## config.mk

```make
export PLATFORM = sky130hd
export DESIGN_NAME = dsp_flag_reg
export DESIGN_NICKNAME = d
export VERILOG_FILES = /design/src/rtl/dsp_flag_pkg.sv /design/src/rtl/flag_sync.sv /design/src/rtl/core_flag_bank.sv /design/src/rtl/event_flag.sv /design/src/rtl/dsp_flag_reg.sv
export SDC_FILE = /design/constraint.sdc
export NUM_CORES = 1
export LEC_CHECK = 0
export ABC_CLOCK_PERIOD_IN_PS = 1700
export BUFFER_PORTS_ARGS = -buffer_cell sky130_fd_sc_hd__buf_4
export CORE_AREA = 2 2 39 41
export DETAILED_ROUTE_END_ITERATION = 10
export DIE_AREA = 0 0 41 43
export PLACE_DENSITY = 0.61
export SYNTH_ARGS = -nofsm -noshare
export SYNTH_HDL_FRONTEND = slang
export SYNTH_SLANG_ARGS = --single-unit
```

## constraint.sdc

```tcl
create_clock -name clk -period 1.7 [get_ports clk]
set_input_delay 0.255 -clock clk [delete_from_list [all_inputs] [get_ports clk]]
set_output_delay 0.255 -clock clk [all_outputs]
set_load 0.01 [all_outputs]
```

## src/rtl/dsp_flag_pkg.sv

```systemverilog
package dsp_flag_pkg;

  // Default layout of the flag word
  localparam int unsigned DEF_FLAG_W   = 9;
  localparam int unsigned DEF_N_IN     = 2;
  localparam int unsigned DEF_N_OUT    = 2;
  localparam int unsigned DEF_OUT_BASE = 3;
  localparam int unsigned DEF_EVT_BIT  = 8;
  localparam int unsigned DEF_SYNC     = 2;

  // Bits the core may write: everything except pin-fed bits and the event bit
  function automatic logic [31:0] core_mask(input int unsigned w,
                                            input int unsigned n_in,
                                            input int unsigned evt);
    logic [31:0] m;
    m = '0;
    for (int unsigned i = 0; i < w; i++) begin
      m[i] = (i >= n_in) && (i != evt);
    end
    return m;
  endfunction

endpackage

```

## src/rtl/flag_sync.sv

```systemverilog
module flag_sync #(
  parameter int unsigned W      = 2,
  parameter int unsigned STAGES = 2
) (
  input  logic         clk,
  input  logic         rst,
  input  logic [W-1:0] d,
  output logic [W-1:0] q
);

  logic [W-1:0] chain [STAGES];

  always_ff @(posedge clk) begin
    if (rst) chain[0] <= '0;
    else     chain[0] <= d;
  end

  for (genvar s = 1; s < STAGES; s++) begin : g_stage
    always_ff @(posedge clk) begin
      if (rst) chain[s] <= '0;
      else     chain[s] <= chain[s-1];
    end
  end

  assign q = chain[STAGES-1];

endmodule

```

## src/rtl/core_flag_bank.sv

```systemverilog
module core_flag_bank #(
  parameter int unsigned W    = 9,
  parameter logic [W-1:0] MASK = '0
) (
  input  logic         clk,
  input  logic         rst,
  input  logic         we,
  input  logic [W-1:0] d,
  output logic [W-1:0] q
);

  // Bits outside MASK stay zero; they are filled in by other sources
  always_ff @(posedge clk) begin
    if (rst)     q <= '0;
    else if (we) q <= d & MASK;
  end

endmodule

```

## src/rtl/event_flag.sv

```systemverilog
module event_flag (
  input  logic clk,
  input  logic rst,
  input  logic set,
  input  logic clr,
  output logic q
);

  // Set has priority over clear
  always_ff @(posedge clk) begin
    if (rst)      q <= 1'b0;
    else if (set) q <= 1'b1;
    else if (clr) q <= 1'b0;
  end

endmodule

```

## src/rtl/dsp_flag_reg.sv

```systemverilog
module dsp_flag_reg
  import dsp_flag_pkg::*;
#(
  parameter int unsigned FLAG_W      = DEF_FLAG_W,
  parameter int unsigned N_IN        = DEF_N_IN,
  parameter int unsigned N_OUT       = DEF_N_OUT,
  parameter int unsigned OUT_BASE    = DEF_OUT_BASE,
  parameter int unsigned EVT_BIT     = DEF_EVT_BIT,
  parameter int unsigned SYNC_STAGES = DEF_SYNC
) (
  input  logic              clk,
  input  logic              rst,
  input  logic [N_IN-1:0]   pin_in,
  input  logic              smp_ready,
  input  logic              wr_en,
  input  logic [FLAG_W-1:0] wr_data,
  output logic [FLAG_W-1:0] rd_flags,
  output logic [N_OUT-1:0]  pin_out
);

  localparam logic [31:0]       MASK32  = core_mask(FLAG_W, N_IN, EVT_BIT);
  localparam logic [FLAG_W-1:0] WR_MASK = MASK32[FLAG_W-1:0];

  logic [N_IN-1:0]   pin_sync;
  logic [FLAG_W-1:0] bank_q;
  logic              evt_q;
  logic [FLAG_W-1:0] ext_bits;

  flag_sync #(.W(N_IN), .STAGES(SYNC_STAGES)) u_sync (
    .clk(clk), .rst(rst), .d(pin_in), .q(pin_sync)
  );

  core_flag_bank #(.W(FLAG_W), .MASK(WR_MASK)) u_bank (
    .clk(clk), .rst(rst), .we(wr_en), .d(wr_data), .q(bank_q)
  );

  event_flag u_evt (
    .clk(clk), .rst(rst), .set(smp_ready),
    .clr(wr_en & wr_data[EVT_BIT]), .q(evt_q)
  );

  always_comb begin
    ext_bits              = '0;
    ext_bits[N_IN-1:0]    = pin_sync;
    ext_bits[EVT_BIT]     = evt_q;
  end

  assign rd_flags = bank_q | ext_bits;
  assign pin_out  = bank_q[OUT_BASE +: N_OUT];

endmodule

```

# Word-level counts from Yosys, hierarchy flattened
# Memories as Yosys holds them, arrays and structs flattened.
# Cells that the tools add are included.
# totals
reg_bits	7
mem_bits_rw	4
input_bits	15
output_inout_bits	11
word_cells	15
memories	1
# mem_list
memory	depth	word_bits	read_ports	rd_ports_with_merged_regs	wr	line	source
u_sync.chain	2	2	2	0	2	flag_sync.sv:11	logic [W-1:0] chain [STAGES];
# op_classes
n_mux	7
bitwise	4
reduce_logical	1
# ops
cell	n
8-bit by 9-bit bitwise OR with 9-bit output	1
1-bit two-way mux	5
2-bit two-way mux	2
1-bit bitwise OR	2
2-bit nonzero test	1
1-bit bitwise AND	1

# Longest topological paths before layout
# Gate-level depths: netlist (run 1).
# depth
word_depth	3
depth_mapped	3
mapped_depth_nobuf	2

# Cells and area by module
# A second synthesis (run 1) with hierarchy kept.
# hier_totals
cells_unflattened	41
hier_area_um2	424.2
# modules_own_cells
mod	instances	cells_each	area_per_inst_um2	seq_area_each_um2
core_flag_bank	1	23	240.2	120.1
flag_sync	1	8	105.1	80.1
dsp_flag_reg	1	6	40.0	0.0
event_flag	1	4	38.8	20.0

# Worst setup path before layout (run 1)
# Ideal clock, no wire load.
# synth_timing
path_type	reg2out
start	reg u_bank.q[3]
end	out rd_flags[3]
arrival_time_ns	0.506
required_ns	1.445
slack_ns	0.939
stages_incl_launch_ff	2
n_path_buf	1
cell_sequence	dfxtp_1 -> buf_4
# synth_via
elab_chain_len	1
# synth_lines
item	line	source
from (decl)	core_flag_bank.sv:9	output logic [W-1:0] q
from (signal assigned)	core_flag_bank.sv:15	else if (we) q <= d & MASK;
8-bit by 9-bit bitwise OR with 9-bit output	dsp_flag_reg.sv:48	assign rd_flags = bank_q | ext_bits;
to (decl)	dsp_flag_reg.sv:17	output logic [FLAG_W-1:0] rd_flags,
# Every way passes these cells.

# Final worst setup path (run 1)
# layout_timing
start	reg u_bank.q[4]
end	out pin_out[1]
# layout_lines
item	line	source
to (decl)	dsp_flag_reg.sv:18	output logic [N_OUT-1:0] pin_out
# No word-level cell between the ends.

==> summary.md, run 1 <==
| Metric | Value |
|---|---|
| Status | finished, final reports clean |
| Largest cells by area after synthesis | dfxtp_1, mux2i_1, nor2_1 |
| Crit-path max FO | 3 |
| DRC Markers | 0 |
| Setup violators final | 0 |
| Initial DRC count | 1 |
| Post-synth net total | 50 |
| IO Pins | 26 |
| Max-slew violation count | 0 |
| Placement Rows | 14 |
| Routed wire per std cell | 9.27 um |
| Period utilization | 58.3% |
| Worst Setup End Kind | output pin |
| CTS resizes | 0 |
| Max frequency | 1010 MHz |
| Area leader, netlist | dfxtp_1 |
| CTS root buffer | clkbuf_4 |
| Quantity of I/O buffers inserted on ports | 23 |
| Flop2flop setup slack | 1.02 ns |
| Global route total overflow | 0 |
| Min Hold Slack | 0.204 ns |
| WHS Path Cells | 2 |
| Max Cap Viol | 0 |
| Syn Inst Count | 35 |
| PD cells | 921 nW/um^2 |
| First-pass GRT wire length | 1040 um |
| H-tree levels | 1 |
| Post-route setup TNS | 0 ns |
| DP HPWL | 496 um |
| Die Ht | 43 um |
| Worst-Margin Slew | 0.135 ns |
| ANT nets after route | 0 |
| Proportion of netlist area held by the largest area contributor | 56.6% |
| Num CTS Buffers | 3 |
| CTS Sinks | 11 |
| Die area | 1760 sq um |
| Area grow syn2layout | 46.3% |
| Number of non-filler instances in the completed layout | 73 |
| Crit path cell chain | buf_4 |
| Largest net degree at the start of global routing | 12 |
| Layout cells sized above 1 | 47.4% |
| GRT Overall Usage | 9.59% |
| Warnings from Yosys | 0 |
| Final hold viol count | 0 |
| Seq cells post-synth | 11 |
| FF-to-FF End | u_evt.q |
| Sequential area share after synthesis | 56.6% |
| Vias in the first global route | 265 |
| Most frequent cells in the layout | buf_4, dfxtp_1, nor2_1 |
| Critical R2R Launch | u_evt.q |
| Critical Path Max Stage Delay | 0.35 ns |
| Min-delay src | pin_in[0] |
| Lkg Pwr | 0.286 nW |
| Clk buf depth | 2 |
| Crit-path slowest cell | dfxtp_1 |
| CTS Hold Bufs | 0 |
| Hold EP | u_sync.chain[0][0] |
| CP Buf/Inv Count | 1 |
| Clock-pin slew on the worst setup and hold paths | 0.06 ns |
| Area of the core | 1380 sq um |
| Syn_area_per_cell | 11.1 sq um |
| Setup Fix Bufs, Post-CTS | 0 |
| GPL Wtd Cong | 0.510 |
| Later-pin clock latency in the skew report | 0.26 ns |
| VDD IR max | 297 uV |
| Dpl cells | 69 |
| CTS tree | done |
| Final-stage net count | 73 |
| Die width | 41 um |
| Starting Density | 28.1% |
| Critical Path AT | 0.74 ns |
| Worst Setup Start Kind | flop |
| Number of detailed-route iterations in the first pass | 2 |
| Via Count | 306 |
| WP data required | 1.44 ns |
| Critical path's top delay family | flip-flops |
| Commonest non-fill, non-tap cell in the layout | buf_4 |
| Cell Area, Synth | 389 sq um |
| Post-synth cell types | 9 |
| Setup Crit Path Kind | reg2out |
| Drt total wl | 677 um |
| Antenna Cells | 0 |
| RSZ-0062 raised after global routing | false |
| FF-to-FF path depth | 2 |
| Initial antenna violation count | 0 |
| Post-DR vias/cell | 4.19 |
| Slew headroom | 90.8% |
| Post-route minimum period | 0.991 ns |
| Worst clock skew | 0.000235 ns |
| Hold Path Class | in2reg |
==> where the power goes <==
group          switching (mW)  total, mW  internal [mW]  leakage, nW
Sequential            0.00632      0.279          0.272       0.0910
Combinational          0.0300     0.0768         0.0469        0.180
Clock                  0.0783      0.169         0.0906       0.0150
==> per-layer routing <==
layer / part of all wire (%) / GRT usage [%] / up-vias
met5: 0 / 0 / -
met4: 1.0 / 10.0 / 0
met3: 10 / 4.71 / 2
met2: 50 / 14.1 / 15
met1: 39 / 8.50 / 137
li1: - / - / 152
==> cells in the mapped netlist <==
master	n
dfxtp_1	11
nor2_1	7
mux2i_1	6
nor2b_1	4
buf_4	3
a311oi_2	1
buf_2	1
buf_6	1
inv_1	1
==> metrics by stage <==
step                      util [%]  instance area (sq um)  power [mW]  worst slack (ns)
final                         41.1                    569       0.524             0.709
after global routing          41.1                    569       0.561             0.651
after CTS                     41.1                    569       0.540             0.686
after detailed placement      39.2                    543       0.363             0.901
after global placement        39.2                    543       0.361             0.922
after floorplan                  -                    389       0.324             0.939
==> state kept, by name, summed over array words and instances (netlist names) <==
signal / cells
u_sync.chain: 4
u_evt.q: 1
u_bank.q: 6
==> worst max path at each step <==
stage,slack [ns],endpoint,cells past startpoint,start
after floorplan,0.94,rd_flags[3],1,u_bank.q[3]
after global placement,0.92,u_bank.q[4],3,wr_en
after detailed placement,0.90,u_bank.q[4],3,wr_en
after CTS,0.69,pin_out[1],1,u_bank.q[4]
after global routing,0.65,pin_out[0],1,u_bank.q[3]
final,0.71,pin_out[1],1,u_bank.q[4]
==> area by class of cell <==
type                            count  area, sq um
Fill cell                         153          815
Sequential cell                    11          220
Timing Repair Buffer               23          173
Multi-Input combinational cell     18          126
Clock buffer                        4         26.3
Tap cell                           16         20.0
Inverter                            1         3.75
==> kinds of logic after synthesis <==
kind of cell    synth area share (%)
compound gates                  3.86
buf+inv                         10.9
flops                           56.6
mux                             15.4
simple gates                    13.2
Power figures use the tool's default switching activity.
==> run 2: changes to the inputs <==
ABC_CLOCK_PERIOD_IN_PS = 1010   (was 1700)
clock period = 1.01 ns   (was 1.7 ns; I/O delays follow)
==> run 2 against run 1 <==
Compared with the run above:
- wire length increased by 1.3%
- global-route usage did not move
- clock power rose by 75%
- critical path type unchanged
==> summary.md, run 2 (synthesis results as in run 1) <==
| Metric | Value |
|---|---|
| DP HPWL | 526 um (+6.1%) |
| Area grow syn2layout | 46.3% (unchanged) |
| Setup Fix Bufs, Post-CTS | 0 (unchanged) |
| RSZ-0062 raised after global routing | false |
| VDD IR max | 517 uV (+74%) |
| Drt total wl | 686 um (+1.3%) |
| Antenna Cells | 0 (unchanged) |
| Max frequency | 1110 MHz |
| CTS root buffer | clkbuf_4 |
| Post-DR vias/cell | 4.15 (-0.98%) |
| Quantity of I/O buffers inserted on ports | 23 (unchanged) |
| Status | finished, final reports clean |
| Die area | 1760 sq um (unchanged) |
| CTS resizes | 0 (unchanged) |
| Post-route setup TNS | 0 ns (unchanged) |
| IO Pins | 26 (unchanged) |
| Layout cells sized above 1 | 47.4% (unchanged) |
| WP data required | 0.86 ns (-0.58 ns) |
| Slew headroom | 90.4% (-0.41 points) |
| Initial antenna violation count | 0 (unchanged) |
| Total power | 894 uW (+70%) |
| Crit path cell chain | buf_4 |
| Largest register FFs | 6 (unchanged) |
| Crit-path slowest cell | dfxtp_1 |
| Starting Density | 28.1% (unchanged) |
| CTS tree | done |
| Worst-Margin Slew | 0.140 ns (+0.00595 ns) |
| Later-pin clock latency in the skew report | 0.27 ns (about the same) |
| Area of the core | 1380 sq um (unchanged) |
| Setup Crit Path Kind | reg2out |
| Post-route minimum period | 0.897 ns |
| Critical Path Max Stage Delay | 0.35 ns (about the same) |
| Initial DRC count | 2 (+1) |
| Critical Path AT | 0.75 ns (about the same) |
| Lkg Pwr | 0.286 nW (unchanged) |
| Vias in the first global route | 274 (+3.4%) |
| Die Ht | 43 um (unchanged) |
| CTS Sinks | 11 (unchanged) |
| Number of detailed-route iterations in the first pass | 2 (unchanged) |
| Via Count | 303 (-0.98%) |
| Clk buf depth | 2 (unchanged) |
| Placed cell areas | 543 sq um (unchanged) |
| Final-stage net count | 73 (unchanged) |
| Design Area, Final | 569 sq um (unchanged) |
| Final hold viol count | 0 (unchanged) |
| Global route total overflow | 0 (unchanged) |
| Die width | 41 um (unchanged) |
| Clock-pin slew on the worst setup and hold paths | 0.07 ns (about the same) |
| Most frequent cells in the layout | buf_4, dfxtp_1, nor2_1 |
| H-tree levels | 1 (unchanged) |
| First-pass GRT wire length | 1060 um (+2.6%) |
| Final worst slack | 0.113 ns (-0.596 ns) |
| Placement Rows | 14 (unchanged) |
| DRC Markers | 0 (unchanged) |
| Period utilization | 88.8% |
| PD cells | 1570 nW/um^2 (+70%) |
| Worst Setup End Kind | output pin |
| Fillers | 152 (-0.65%) |
| CP Buf/Inv Count | 1 (unchanged) |
| Dpl ws | 0.302 ns (-0.599 ns) |
| Worst clock skew | 0.000201 ns (-0.0000342 ns) |
| GPL Wtd Cong | 0.509 (-0.18%) |
| Max Cap Viol | 0 (unchanged) |
| Largest net degree at the start of global routing | 12 (unchanged) |
| Num CTS Buffers | 3 (unchanged) |
| Worst Setup Start Kind | flop |
| Routed wire per std cell | 9.40 um (+1.3%) |
| Crit-path max FO | 3 (unchanged) |
| Critical path's top delay family | flip-flops |
| ANT nets after route | 0 (unchanged) |
| Setup violators final | 0 (unchanged) |
| CTS Hold Bufs | 0 (unchanged) |
| Hold Path Class | in2reg |
| Top flop regs | u_bank.q: 6 flops, u_sync.chain: 4 flops, u_evt.q: 1 flops |
| Commonest non-fill, non-tap cell in the layout | buf_4 |
| Max-slew violation count | 0 (unchanged) |
| GRT Overall Usage | 9.59% (unchanged) |
| Top reg by flops | u_bank.q |
run 2: cell counts in the layout (fill, tap and decap cells not counted):
Identical to the previous run, type by type.
run 2: worst paths after layout:
path | startpoint | to | slack, ns | cells after the start
worst max-delay path | u_bank.q[4] | rd_flags[4] | 0.11 | 1
worst min-delay path | pin_in[0] | u_sync.chain[0][0] | 0.09 | 2
worst max register to register | u_evt.q | u_evt.q | 0.33 | 2
worst min register to register | u_sync.chain[0][1] | u_sync.chain[1][1] | 0.44 | 1
run 2: final cells by class:
type,count,area [sq um],area share (%)
Clock buffer,4,26.3,4.62
Inverter,1,3.75,0.659
Multi-Input combinational cell,18,126,22.2
Sequential cell,11,220,38.7
Tap cell,16,20.0,3.52
Timing Repair Buffer,23,173,30.3
run 2: per-stage QoR:
step           util, %  instances  hold slack [ns]
3_3_place_gp      39.2         69            0.361
2_1_floorplan        -         35            0.223
6_report          41.1         73           0.0924
4_1_cts           41.1         73           0.0853
3_5_place_dp      39.2         69            0.369
5_1_grt           41.1         73           0.0828
run 2: routing by layer:
layer | share of wire [%] | wire length (um) | track usage, % | vias to the layer above
li1 | - | - | - | 152
met1 | 40 | 271 | 11.1 | 132
met2 | 48 | 329 | 12.5 | 17
met3 | 10 | 69 | 3.14 | 2
met4 | 2.2 | 15 | 10.0 | 0
met5 | 0 | 0 | 0 | -
run 2: where the power goes:
group	internal, mW	leakage (nW)	total (mW)	switching, mW
Sequential	0.458	0.0910	0.469	0.0109
Combinational	0.0789	0.180	0.129	0.0505
Clock	0.153	0.0150	0.295	0.142
==> run 3: changes to the inputs <==
PLACE_DENSITY = 0.64   (was 0.61)
SYNTH_HIERARCHICAL = 1   (was default)
==> run 3 against run 2 <==
Compared with the run above:
- the run now ends with negative setup slack left
- sequential cell count unchanged
- core utilization increased by 3.3 points
- clock skew about the same
==> summary.md, run 3 <==
| Metric | Value |
|---|---|
| Syn Inst Count | 41 (+17%) |
| Critical Path AT | 0.89 ns (+0.14 ns) |
| Dpl ws | 0.213 ns (-0.0888 ns) |
| Clock-pin slew on the worst setup and hold paths | 0.06 ns (about the same) |
| Post-synth ARST share | 0% (unchanged) |
| CTS Sinks | 11 (unchanged) |
| Initial antenna violation count | 0 (unchanged) |
| Vias in the first global route | 266 (-2.9%) |
| Min-delay src | pin_in[0] |
| Clk buf depth | 2 (unchanged) |
| Most used DFF post-synth | dfxtp_1 |
| Initial DRC count | 2 (unchanged) |
| Critical Path Max Stage Delay | 0.31 ns (-0.04 ns) |
| Total power | 892 uW (-0.23%) |
| Post-route setup TNS | -0.0698 ns (-0.0698 ns) |
| Starting Density | 30.7% (+2.5 points) |
| Crit path from | u_evt/q |
| Num CTS Buffers | 3 (unchanged) |
| Max frequency | 956 MHz (-14%) |
| CTS Hold Bufs | 0 (unchanged) |
| Final-stage net count | 80 (+9.6%) |
| Period utilization | 104% (+15 points) |
| GPL Wtd Cong | 0.578 (+14%) |
| Global route total overflow | 0 (unchanged) |
| CTS tree | done |
| CTS root buffer | clkbuf_4 |
| Largest register FFs | 6 (unchanged) |
| Via Count | 314 (+3.6%) |
| GRT Overall Usage | 9.17% (-0.41 points) |
| VDD IR max | 540 uV (+4.6%) |
| Commonest non-fill, non-tap cell in the layout | buf_4 |
| Layout cells sized above 1 | 43.8% (-3.6 points) |
| Failing checks | negative setup slack |
| Final worst slack | -0.0363 ns (-0.149 ns) |
| Syn_area_per_cell | 10.3 sq um (-6.9%) |
| Post-route minimum period | 1.05 ns (+0.149 ns) |
| Post-synth cell types | 12 (+3) |
| Routed wire per std cell | 8.45 um (-10%) |
| IO Pins | 26 (unchanged) |
| Cell Area, Synth | 424 sq um (+9.0%) |
| Critical R2R Launch | u_bank/q[3] |
| ANT nets after route | 0 (unchanged) |
| Lkg Pwr | 0.308 nW (+7.7%) |
| Max-slew violation count | 0 (unchanged) |
| Crit path cell chain | or2_1, buf_6 |
| Status | finished, violations left |
| Quantity of I/O buffers inserted on ports | 23 (unchanged) |
| Largest cells by area after synthesis | dfxtp_1, mux2i_1, buf_4 |
| Proportion of netlist area held by the largest area contributor | 51.9% (-4.7 points) |
| Post-DR vias/cell | 3.93 (-5.4%) |
| Most frequent cells in the layout | buf_4, dfxtp_1, mux2i_1, nor2_1, nor2b_1 |
| Seq cells post-synth | 11 (unchanged) |
| Most common cell in the synthesized netlist | dfxtp_1 |
| Die width | 41 um (unchanged) |
| Area grow syn2layout | 44.8% |
| CP Buf/Inv Count | 1 (unchanged) |
| Hold Path Class | in2reg |
| Setup Fix Bufs, Post-CTS | 0 (unchanged) |
| Setup Crit Path Kind | reg2out |
| Top reg by flops | u_bank/q |
| WP data required | 0.86 ns (about the same) |
| Area of the core | 1380 sq um (unchanged) |
| Number of synthesized flops with an enable pin | 0 (unchanged) |
| Largest net degree at the start of global routing | 12 (unchanged) |
| Worst clock skew | 0.000103 ns (-0.0000983 ns) |
| Drt total wl | 676 um (-1.5%) |
| Worst Setup End Kind | output pin |
| Commonest cells post-synth | dfxtp_1, mux2i_1, nor2_1 |
| Final hold viol count | 0 (unchanged) |
| Crit-path slowest cell | dfxtp_2 |
| DRC Markers | 0 (unchanged) |
| Die area | 1760 sq um (unchanged) |
| Setup violators final | 3 (+3) |
| Placement Rows | 14 (unchanged) |
| First-pass GRT wire length | 1070 um (+0.66%) |
| Area leader, netlist | dfxtp_1 |
| H-tree levels | 1 (unchanged) |
| Crit-path max FO | 2 (-1) |
| Max Cap Viol | 0 (unchanged) |
| PD cells | 1450 nW/um^2 (-7.5%) |
| Core Util, Final | 44.4% (+3.3 points) |
| Worst Setup Start Kind | flop |
| Die Ht | 43 um (unchanged) |
| Warnings from Yosys | 6 (+6) |
| Later-pin clock latency in the skew report | 0.25 ns (-0.02 ns) |
| Number of detailed-route iterations in the first pass | 4 (+2) |
| Top flop regs | u_bank/q: 6 flops, u_sync/chain: 4 flops, u_evt/q: 1 flops |
| RSZ-0062 raised after global routing | true |
| Antenna Cells | 0 (unchanged) |
| Critical path's top delay family | flip-flops |
| Sequential area share after synthesis | 51.9% (-4.7 points) |
[run 3: metal layers]
| layer | up-vias | routed length [um] | GRT usage [%] |
|---|---|---|---|
| li1 | 168 | - | - |
| met1 | 136 | 309 | 12.4 |
| met2 | 10 | 334 | 11.9 |
| met3 | 0 | 32 | 3.14 |
| met4 | 0 | 0 | 6.00 |
| met5 | - | 0 | 0 |
[run 3: kinds of logic after synthesis]
logic type | count (synthesis) | share of synthesized area [%]
buffers and inverters | 7 | 12.4
AOI/OAI and AO/OA | 1 | 2.07
DFF | 11 | 51.9
and+or+nand+nor | 15 | 18.6
other | 1 | 0.884
muxes | 6 | 14.2
[run 3: path summary, 6_finish.rpt]
check                           cells after the start  slack [ns]                 end
worst max-delay path                                2       -0.04         rd_flags[8]
worst min register to register                      1        0.43  u_sync/chain[1][0]
worst max register to register                      2        0.40         u_bank/q[3]
worst min-delay path                                2        0.11  u_sync/chain[0][0]
[run 3: what timing repair did]
| action | in CTS | in global routing |
|---|---|---|
| setup endpoints to repair | 3 | 3 |
| resized for setup | 4 | 0 |
| hold endpoints to repair | 0 | 0 |
| gates cloned | 0 | 0 |
| pin swaps | 3 | 0 |
[run 3: cell type report]
type	count	area (sq um)
Clock buffer	4	26.3
Tap cell	16	20.0
Sequential cell	11	221
Timing Repair Buffer	23	184
Inverter	1	3.75
Multi-Input combinational cell	25	159
Fill cell	139	769
[run 3: metrics by stage]
step                      hold slack [ns]  instances  area (sq um)
final                               0.110         80           614
after global routing               0.0964         80           614
after CTS                           0.105         80           614
after detailed placement            0.375         76           576
after global placement              0.362         76           576
after floorplan                     0.214         43           432
[run 3: power breakdown]
part | switching [mW] | internal, mW | total, mW
combinational | 0.0559 | 0.0898 | 0.146
clock | 0.125 | 0.152 | 0.277
sequential | 0.0100 | 0.459 | 0.469
